File: src/rtl/depunct_pkg.sv
package depunct_pkg;

  // Longest puncturing period among the supported rates (pairs)
  localparam int MAX_PERIOD = 7;
  localparam int PHASE_W    = $clog2(MAX_PERIOD + 1);
  localparam int RATE_W     = 3;

  typedef logic [RATE_W-1:0] rate_code_t;

  localparam rate_code_t RATE_1_2 = 3'd0;
  localparam rate_code_t RATE_2_3 = 3'd1;
  localparam rate_code_t RATE_3_4 = 3'd2;
  localparam rate_code_t RATE_5_6 = 3'd3;
  localparam rate_code_t RATE_7_8 = 3'd4;

  // Keep masks: bit p set means position kept in phase p
  typedef struct packed {
    logic [MAX_PERIOD-1:0] x_keep;
    logic [MAX_PERIOD-1:0] y_keep;
    logic [PHASE_W-1:0]    period;
  } punct_pat_t;

  // Unused codes fall back to the mother rate
  function automatic rate_code_t rate_norm(input rate_code_t code);
    return (code > RATE_7_8) ? RATE_1_2 : code;
  endfunction

endpackage

File: src/rtl/dp_pattern_table.sv
module dp_pattern_table
  import depunct_pkg::*;
(
  input  rate_code_t rate,
  output punct_pat_t pat
);

  always_comb begin
    pat = '0;
    unique case (rate)
      RATE_2_3: begin
        pat.x_keep = 7'b0000001;
        pat.y_keep = 7'b0000011;
        pat.period = PHASE_W'(2);
      end
      RATE_3_4: begin
        pat.x_keep = 7'b0000101;
        pat.y_keep = 7'b0000011;
        pat.period = PHASE_W'(3);
      end
      RATE_5_6: begin
        pat.x_keep = 7'b0010101;
        pat.y_keep = 7'b0001011;
        pat.period = PHASE_W'(5);
      end
      RATE_7_8: begin
        pat.x_keep = 7'b1010001;
        pat.y_keep = 7'b0101111;
        pat.period = PHASE_W'(7);
      end
      default: begin
        pat.x_keep = 7'b0000001;
        pat.y_keep = 7'b0000001;
        pat.period = PHASE_W'(1);
      end
    endcase
  end

endmodule

File: src/rtl/dp_pattern_ring.sv
module dp_pattern_ring
  import depunct_pkg::*;
(
  input  logic       clk,
  input  logic       rst_n,
  input  rate_code_t rate_sel,
  input  logic       at_boundary,
  input  logic       advance,
  output logic       keep_x,
  output logic       keep_y,
  output logic       reload_pending
);

  rate_code_t            req_rate;
  rate_code_t            active_rate;
  punct_pat_t            new_pat;
  logic [MAX_PERIOD-1:0] x_ring, y_ring;
  logic [MAX_PERIOD-1:0] x_rot, y_rot;
  logic [PHASE_W-1:0]    period;
  logic [PHASE_W-1:0]    phase;
  logic [PHASE_W-1:0]    last_phase;
  logic                  reload;

  assign req_rate       = rate_norm(rate_sel);
  assign reload_pending = (req_rate != active_rate);
  assign reload         = reload_pending && at_boundary;
  assign last_phase     = period - PHASE_W'(1);
  assign keep_x         = x_ring[0];
  assign keep_y         = y_ring[0];

  dp_pattern_table u_table (
    .rate (req_rate),
    .pat  (new_pat)
  );

  // Circular rotation over the active period: bit 0 re-enters at period-1
  for (genvar i = 0; i < MAX_PERIOD; i++) begin : g_rot
    if (i == MAX_PERIOD - 1) begin : g_top
      assign x_rot[i] = (last_phase == PHASE_W'(i)) ? x_ring[0] : 1'b0;
      assign y_rot[i] = (last_phase == PHASE_W'(i)) ? y_ring[0] : 1'b0;
    end else begin : g_mid
      assign x_rot[i] = (last_phase == PHASE_W'(i)) ? x_ring[0] : x_ring[i+1];
      assign y_rot[i] = (last_phase == PHASE_W'(i)) ? y_ring[0] : y_ring[i+1];
    end
  end

  always_ff @(posedge clk or negedge rst_n) begin
    if (!rst_n) begin
      active_rate <= RATE_1_2;
      x_ring      <= MAX_PERIOD'(1);
      y_ring      <= MAX_PERIOD'(1);
      period      <= PHASE_W'(1);
      phase       <= '0;
    end else if (reload) begin
      active_rate <= req_rate;
      x_ring      <= new_pat.x_keep;
      y_ring      <= new_pat.y_keep;
      period      <= new_pat.period;
      phase       <= '0;
    end else if (advance) begin
      x_ring <= x_rot;
      y_ring <= y_rot;
      phase  <= (phase == last_phase) ? '0 : phase + PHASE_W'(1);
    end
  end

  // phase stays inside the active period
  p_phase_in_range_r12: assert property (@(posedge clk) disable iff (!rst_n)
    phase < period);

  // stepping past the last phase returns to phase 0
  p_wrap_to_zero_r12: assert property (@(posedge clk) disable iff (!rst_n)
    (advance && !reload && phase == last_phase) |=> (phase == '0));

  // the active rate only changes after a pair boundary
  p_reload_at_boundary_r9: assert property (@(posedge clk) disable iff (!rst_n)
    !$stable(active_rate) |-> $past(at_boundary));

  // every phase keeps at least one of the two positions
  p_no_empty_phase_r7: assert property (@(posedge clk) disable iff (!rst_n)
    (keep_x || keep_y));

endmodule

File: src/rtl/dp_pair_builder.sv
module dp_pair_builder #(
  parameter int SYM_W = 2
) (
  input  logic             clk,
  input  logic             rst_n,
  input  logic             in_valid,
  output logic             in_ready,
  input  logic [SYM_W-1:0] in_sym,
  input  logic             keep_x,
  input  logic             keep_y,
  input  logic             hold_off,
  output logic             at_boundary,
  output logic             advance,
  output logic             out_valid,
  input  logic             out_ready,
  output logic [SYM_W-1:0] out_x,
  output logic             out_x_erase,
  output logic [SYM_W-1:0] out_y,
  output logic             out_y_erase
);

  localparam logic [SYM_W-1:0] FILL = '0;

  typedef enum logic {SLOT_X = 1'b0, SLOT_Y = 1'b1} slot_e;

  slot_e            slot;
  logic [SYM_W-1:0] x_hold;
  logic             out_free;
  logic             completes;
  logic             take;
  logic             emit;
  logic [SYM_W-1:0] nx_x, nx_y;
  logic             nx_xe, nx_ye;

  assign at_boundary = (slot == SLOT_X);
  assign out_free    = !out_valid || out_ready;
  // Would the offered symbol close the current pair?
  assign completes   = !at_boundary || !keep_x || !keep_y;
  assign in_ready    = !(at_boundary && hold_off) && (!completes || out_free);
  assign take        = in_valid && in_ready;
  assign emit        = take && completes;
  assign advance     = emit;

  always_comb begin
    nx_x  = x_hold;
    nx_xe = 1'b0;
    nx_y  = in_sym;
    nx_ye = 1'b0;
    if (at_boundary) begin
      if (keep_x) begin
        nx_x  = in_sym;
        nx_y  = FILL;
        nx_ye = 1'b1;
      end else begin
        nx_x  = FILL;
        nx_xe = 1'b1;
      end
    end
  end

  always_ff @(posedge clk or negedge rst_n) begin
    if (!rst_n) begin
      slot   <= SLOT_X;
      x_hold <= '0;
    end else if (take) begin
      if (at_boundary && keep_x && keep_y) begin
        slot   <= SLOT_Y;
        x_hold <= in_sym;
      end else begin
        slot <= SLOT_X;
      end
    end
  end

  always_ff @(posedge clk or negedge rst_n) begin
    if (!rst_n) begin
      out_valid   <= 1'b0;
      out_x       <= '0;
      out_x_erase <= 1'b0;
      out_y       <= '0;
      out_y_erase <= 1'b0;
    end else if (emit) begin
      out_valid   <= 1'b1;
      out_x       <= nx_x;
      out_x_erase <= nx_xe;
      out_y       <= nx_y;
      out_y_erase <= nx_ye;
    end else if (out_ready) begin
      out_valid <= 1'b0;
    end
  end

  // a stalled pair holds its contents
  p_stall_holds_r10: assert property (@(posedge clk) disable iff (!rst_n)
    (out_valid && !out_ready) |=> (out_valid && $stable(out_x) && $stable(out_y)
                                   && $stable(out_x_erase) && $stable(out_y_erase)));

  // never both positions erased
  p_single_erase_r7: assert property (@(posedge clk) disable iff (!rst_n)
    out_valid |-> !(out_x_erase && out_y_erase));

  // erased positions carry the zero filler
  p_fill_zero_r7: assert property (@(posedge clk) disable iff (!rst_n)
    out_valid |-> ((!out_x_erase || out_x == FILL) && (!out_y_erase || out_y == FILL)));

  // no symbol accepted while a rate reload waits at a boundary
  p_no_take_on_reload_r9: assert property (@(posedge clk) disable iff (!rst_n)
    (hold_off && at_boundary) |-> !in_ready);

  // an idle input leaves the half-built pair untouched
  p_idle_keeps_slot_r11: assert property (@(posedge clk) disable iff (!rst_n)
    !in_valid |=> $stable(slot) && $stable(x_hold));

endmodule

File: src/rtl/depunct_core.sv
module depunct_core
  import depunct_pkg::*;
#(
  parameter int SYM_W = 2
) (
  input  logic             clk,
  input  logic             rst_n,
  input  logic [2:0]       rate_sel,
  input  logic             in_valid,
  output logic             in_ready,
  input  logic [SYM_W-1:0] in_sym,
  output logic             out_valid,
  input  logic             out_ready,
  output logic [SYM_W-1:0] out_x,
  output logic             out_x_erase,
  output logic [SYM_W-1:0] out_y,
  output logic             out_y_erase
);

  logic keep_x, keep_y, reload_pending, at_boundary, advance;

  dp_pattern_ring u_ring (
    .clk            (clk),
    .rst_n          (rst_n),
    .rate_sel       (rate_code_t'(rate_sel)),
    .at_boundary    (at_boundary),
    .advance        (advance),
    .keep_x         (keep_x),
    .keep_y         (keep_y),
    .reload_pending (reload_pending)
  );

  dp_pair_builder #(.SYM_W(SYM_W)) u_build (
    .clk         (clk),
    .rst_n       (rst_n),
    .in_valid    (in_valid),
    .in_ready    (in_ready),
    .in_sym      (in_sym),
    .keep_x      (keep_x),
    .keep_y      (keep_y),
    .hold_off    (reload_pending),
    .at_boundary (at_boundary),
    .advance     (advance),
    .out_valid   (out_valid),
    .out_ready   (out_ready),
    .out_x       (out_x),
    .out_x_erase (out_x_erase),
    .out_y       (out_y),
    .out_y_erase (out_y_erase)
  );

  // every completed pair consumed an input symbol in that cycle
  p_pair_needs_input_r2: assert property (@(posedge clk) disable iff (!rst_n)
    advance |-> (in_valid && in_ready));

endmodule

File: config.mk
export PLATFORM = sky130hd
export DESIGN_NAME = depunct_core
export DESIGN_NICKNAME = d
export VERILOG_FILES = /design/src/rtl/depunct_pkg.sv /design/src/rtl/dp_pattern_table.sv /design/src/rtl/dp_pattern_ring.sv /design/src/rtl/dp_pair_builder.sv /design/src/rtl/depunct_core.sv
export SDC_FILE = /design/constraint.sdc
export NUM_CORES = 1
export LEC_CHECK = 0
export BUFFER_PORTS_ARGS = -buffer_cell sky130_fd_sc_hd__buf_2
export CORE_MARGIN = 10
export CORE_UTILIZATION = 55
export DETAILED_ROUTE_END_ITERATION = 8
export GPL_TIMING_DRIVEN = 0
export PLACE_DENSITY = 0.85
export SYNTH_ARGS = -nofsm -noshare
export SYNTH_HDL_FRONTEND = slang
export SYNTH_SLANG_ARGS = --single-unit
File: constraint.sdc
create_clock -name clk -period 2.6 [get_ports clk]
set_input_delay 0.39 -clock clk [delete_from_list [all_inputs] [get_ports clk]]
set_output_delay 0.39 -clock clk [all_outputs]
set_load 0.005 [all_outputs]
# Yosys cells after proc, flatten, opt, wreduce, memory -nomap -nowiden
# Index checks and enable logic that the tools add are counted.
# op_classes
n_shift	0
eq_ne	12
div_mod_pow	0
addsub	1
bitwise	1
mux	31
reduce_logical	20
n_mul	0
magnitude_cmp	1
# op_table
op	n
17-bit case mux with 4 select lines	1
7-bit 2-to-1 mux	4
1-bit 2-to-1 mux	21
3-bit by 2-bit equality test with 1-bit output, second input constant	4
3-bit equality test, second input constant	4
2-bit 2-to-1 mux	4
3-bit by 1-bit equality test with 1-bit output, second input constant	2
1-bit logical AND	6
1-bit zero test	5
1-bit logical OR	4
2-bit AND reduction	2
2-bit nonzero test	2
3-bit greater-than comparator, second input constant	1
3-bit zero test	1
3-bit 2-to-1 mux	1
3-bit != test	1
3-bit by 1-bit subtractor with 3-bit output, second input constant	1
2-bit by 1-bit != test with 1-bit output, second input constant	1
1-bit NOT	1
# totals
memories	0
mem_bits_rw	0
romBits	0
in_bits	9
word_cells	79
latchBits	0
register_bits	30

# Logic depth before layout (Yosys ltp)
# depth
word_depth	10
mapped_depth	7
depth_no_buf	5

# Modules after synthesis
# A second synthesis with hierarchy kept.
# unflattened
hier_cells	170
hier_area_um2	1886.8
# modules_own_cells
mod	n_inst	cells_each	area_each_um2
dp_pattern_ring	1	102	1202.4
dp_pair_builder	1	45	520.5
dp_pattern_table	1	23	163.9

# Worst setup path after synthesis
# No wires, ideal clock.
# synth_timing
kind	input to output
start	input rate_sel[1]
end	output in_ready
required_time_ns	2.210
cell_stages	6
t_arrival_ns	1.709
path_slack_ns	0.501
cell_sequence	buf_6 > nor2_1 > o211ai_2 > a2111oi_4 > buf_2 > nor2_1
# synth_between
elab_chain_cells	6
# synth_rtl
element	line_no	source
from (decl)	depunct_core.sv:8	input logic [2:0] rate_sel,
3-bit greater-than comparator	depunct_pkg.sv:25	return (code > RATE_7_8) ? RATE_1_2 : code;
3-bit 2-to-1 mux *	depunct_pkg.sv:25	
3-bit != test *	dp_pattern_ring.sv:25	assign reload_pending = (req_rate != active_rate);
1-bit logical AND *	dp_pair_builder.sv:39	assign in_ready = !(at_boundary && hold_off) && (!completes || out_free);
1-bit zero test *	dp_pair_builder.sv:39	
1-bit logical AND *	dp_pair_builder.sv:39	
to (decl)	depunct_core.sv:10	output logic in_ready,
# Mark *: on every way between the ends. The rest lies on a longest branch, timed or not.

# Final worst setup path
# layout_timing
start	register u_ring.active_rate[0]
end	output in_ready
# layout_between
elab_chain_cells	4
# layout_rtl
element	line_no	source
from (decl)	dp_pattern_ring.sv:15	rate_code_t active_rate;
from (signal assigned)	dp_pattern_ring.sv:55	active_rate <= req_rate;
3-bit != test	dp_pattern_ring.sv:25	
1-bit logical AND	dp_pair_builder.sv:39	
1-bit zero test	dp_pair_builder.sv:39	
1-bit logical AND	dp_pair_builder.sv:39	
# Every way passes these cells.

==> impl_metrics.csv <==
group,metric,value,unit
routing,drc,0,
placement,io_buffers,14,
clock_network,cts_hold_buf,0,
run,cap_viol_max_count,0,
clock_network,clock-root-buffer,"clkbuf_4",
clock_network,cts_buffers,5,
critical_path,crit_arrival,2.01,ns
logic_synthesis,synth_async_sr_flop_share,100,%
pwr,powerDensity,1130,nW/µm²
pwr,swShare,41.3,%
timing,fin_ws,0.199,ns
die,pin_count,17,
global_route,grt_pass1_vias,1330,
critical_path,crit_path_end_kind,"output port",
timing,finalCriticalPeriod,2.40,ns
routing,route.vias.total,1283,
routing,wl,3.41,mm
finish,nNetsFinal,192,
timing,slew_headroom,57.5,%
timing,fmaxAchievable,417,MHz
global_route,antenna_found_initial,0,
critical_path,cp.required,2.21,ns
logic_synthesis,syn_nets,170,
die,num_rows,19,
die,die_h,74.3,µm
finish,finalNonFillerCells,215,
logic_synthesis,yosysWarnings,0,
critical_path,crit_type,"reg2out",
timing,fin_crit_sh,92.3,%
global_route,grt_pass1_wl,6.02,mm
logic_synthesis,ys_ff_latch,30,
routing,wl_per_cell,15.9,µm
routing,first_pass_iters,6,
global_route,grt_overflow,0,
logic_synthesis,synth_edf_count,0,
pwr,p_int,1200,µW
pwr,pwr-share-comb,45.7,%
clock_network,cts_tree,"built",
die,dieArea,5520,µm²
timing,rsz0062_at_grt,"no",
pwr,leakage,0.000818,µW
logic_synthesis,ys_types,42,
die,coreArea,2780,µm²
outcome,outcome,"finished clean",
placement,place_ws,0.124,ns
clock_network,htreeDepth,2,
placement,numPlacedInstances,206,
clock_network,clockBufferDepth,2,
timing,tightest_slew,0.637,ns
logic_synthesis,synth_ff_type,"dfrtp_1",
timing,report.final.slew_viol_count,0,
finish,diodes,0,
clock_network,insertion_delay,0.34,ns
clock_network,cts_setup_buffers,1,
logic_synthesis,seq_area_frac_synth,46.5,%
timing,setup_viol,0,
placement,dp_hpwl,2.56,mm
timing,setup-tns-final,0,ns
logic_synthesis,syn_inst,161,
routing,via_per_inst,5.97,
pwr,p_seq_share,39.9,%
finish,final_cell_mix,"dfrtp_1 (27), nor2_1 (19), buf_2 (16)",
timing,finalHoldViolations,0,
finish,nFillCells,226,
finish,drive_gt1_share,20.7,%
pwr,power_frac_clock,14.4,%
routing,drt_iter0_drc,83,
global_route,grt_usage,13.8,%
logic_synthesis,avgSynthCellArea,10.1,µm²
clock_network,cts_sinks,30,
pwr,ir_drop,0.843,mV
min_path,hp-class,"in2async",
die,die_w,74.3,µm
finish,layout_commonest_cell,"dfrtp_1",
finish,syn_to_final_growth,10.9,%
global_route,grt_max_degree,31,
critical_path,cp-start-kind,"flop",
clock_network,worst_setup_hold_path_clk_slew,0.09,ns
pwr,power.switching,842,µW
placement,gp_congestion,0.858,
critical_path,critical_path.max_fanout,10,
logic_synthesis,synth_area,1620,µm²
die,initial_core_util,58.3,%
routing,ant_nets,0,
timing,finClkSkew,0.00856,ns
clock_network,cts_resized,0,
## final cells by class
class / instances / area [µm²] / share of cell area [%]
Multi-Input combinational cell: 116 / 798 / 44.4
Sequential cell: 30 / 754 / 41.9
Timing Repair Buffer: 15 / 77.6 / 4.31
Clock buffer: 7 / 55.1 / 3.06
Buffer: 9 / 47.5 / 2.64
Tap cell: 31 / 38.8 / 2.16
Inverter: 6 / 22.5 / 1.25
Clock inverter: 1 / 5.00 / 0.278
## registers in the layout (all words and copies together) (netlist names)
| name | flops |
|---|---|
| u_ring.y_ring | 7 |
| u_build.out_x_erase | 1 |
| u_build.slot | 1 |
| u_build.x_hold | 2 |
| u_ring.active_rate | 3 |
| u_ring.period | 3 |
| u_build.out_valid | 1 |
| u_build.out_y | 2 |
| u_build.out_x | 2 |
| u_build.out_y_erase | 1 |
| u_ring.x_ring | 7 |
## cells in the mapped netlist, types with 2 or more instances
| library cell | n | share of area (%) |
|---|---|---|
| dfrtp_1 | 27 | 42 |
| nor2_1 | 19 | 4.4 |
| o21ai_0 | 14 | 4.3 |
| mux2i_1 | 10 | 6.2 |
| a21oi_1 | 9 | 2.8 |
| nand2_1 | 8 | 1.9 |
| inv_1 | 6 | 1.4 |
| nand3b_1 | 6 | 2.8 |
| and3_1 | 5 | 1.9 |
| clkbuf_1 | 5 | 1.2 |
| a211oi_1 | 4 | 1.9 |
| nand2b_1 | 4 | 1.5 |
| nand3_1 | 4 | 1.2 |
| dfstp_2 | 3 | 4.9 |
| a211o_1 | 2 | 1.1 |
| a221o_1 | 2 | 1.2 |
| a32o_1 | 2 | 1.2 |
| buf_2 | 2 | 0.62 |
| nor2b_1 | 2 | 0.77 |
| nor3_1 | 2 | 0.62 |
| nor3b_1 | 2 | 0.92 |
| or4_1 | 2 | 0.92 |
| xnor2_1 | 2 | 1.1 |
## stage by stage
stage          hold slack (ns)  total power (µW)  util, %  cell area [µm²]
2_1_floorplan           0.0944              1470        -             1620
3_3_place_gp             0.445              1680     62.3             1730
3_5_place_dp             0.458              1730     62.3             1730
4_1_cts                 0.0882              2040     64.7             1800
5_1_grt                 0.0966              2210     64.7             1800
6_report                0.0611              2040     64.7             1800
## critical path: stages, from the launching register on
cell and delay, ns:
dfrtp_1 0.47, xor2_1 0.18, nor3_1 0.46, a2111oi_4 0.12
buf_2 0.22, nor2_1 0.11, buf_2 0.12
## metal layers
metal  vias up  wire [µm]  global-route usage [%]
met4         0         42                    5.69
met3         6        185                    5.05
met1       627       1500                    16.1
met5         -          0                       0
met2        25       1680                    22.5
li1        625          -                       -
## power groups by stage
| stage | logic (µW) | registers [µW] | clock network [µW] |
|---|---|---|---|
| after floorplan | 688 | 784 | 0 |
| after global placement | 877 | 807 | 0 |
| after detailed placement | 916 | 819 | 0 |
| after CTS | 936 | 811 | 296 |
| after global routing | 1040 | 844 | 321 |
| final | 932 | 815 | 293 |
## worst paths after layout
path | from | endpoint | cells after the start | slack [ns]
max | u_ring.active_rate[0] | in_ready | 6 | 0.20
min | rst_n | u_ring.period[2] | 1 | 0.06
max reg2reg | u_ring.x_ring[0] | u_ring.y_ring[5] | 7 | 0.44
min reg2reg | u_build.x_hold[1] | u_build.x_hold[1] | 1 | 0.50
max in group asynchronous | rst_n | u_ring.x_ring[5] | 1 | 2.12
min in group clk | in_sym[1] | u_build.x_hold[1] | 2 | 0.32
## cells by family (layout without fill, tap and decap cells)
logic type                after synthesis  count (layout)  share of synthesized area, %
DFF                                    30              30                          46.5
and+or+nand+nor                        60              60                          21.9
buffers and inverters                  15              38                          4.32
xor gates and xnor gates                3               3                          1.62
muxes                                  12              12                          7.56
AOI/OAI and AO/OA                      41              41                          18.1
(Power assumes the default switching activity.)
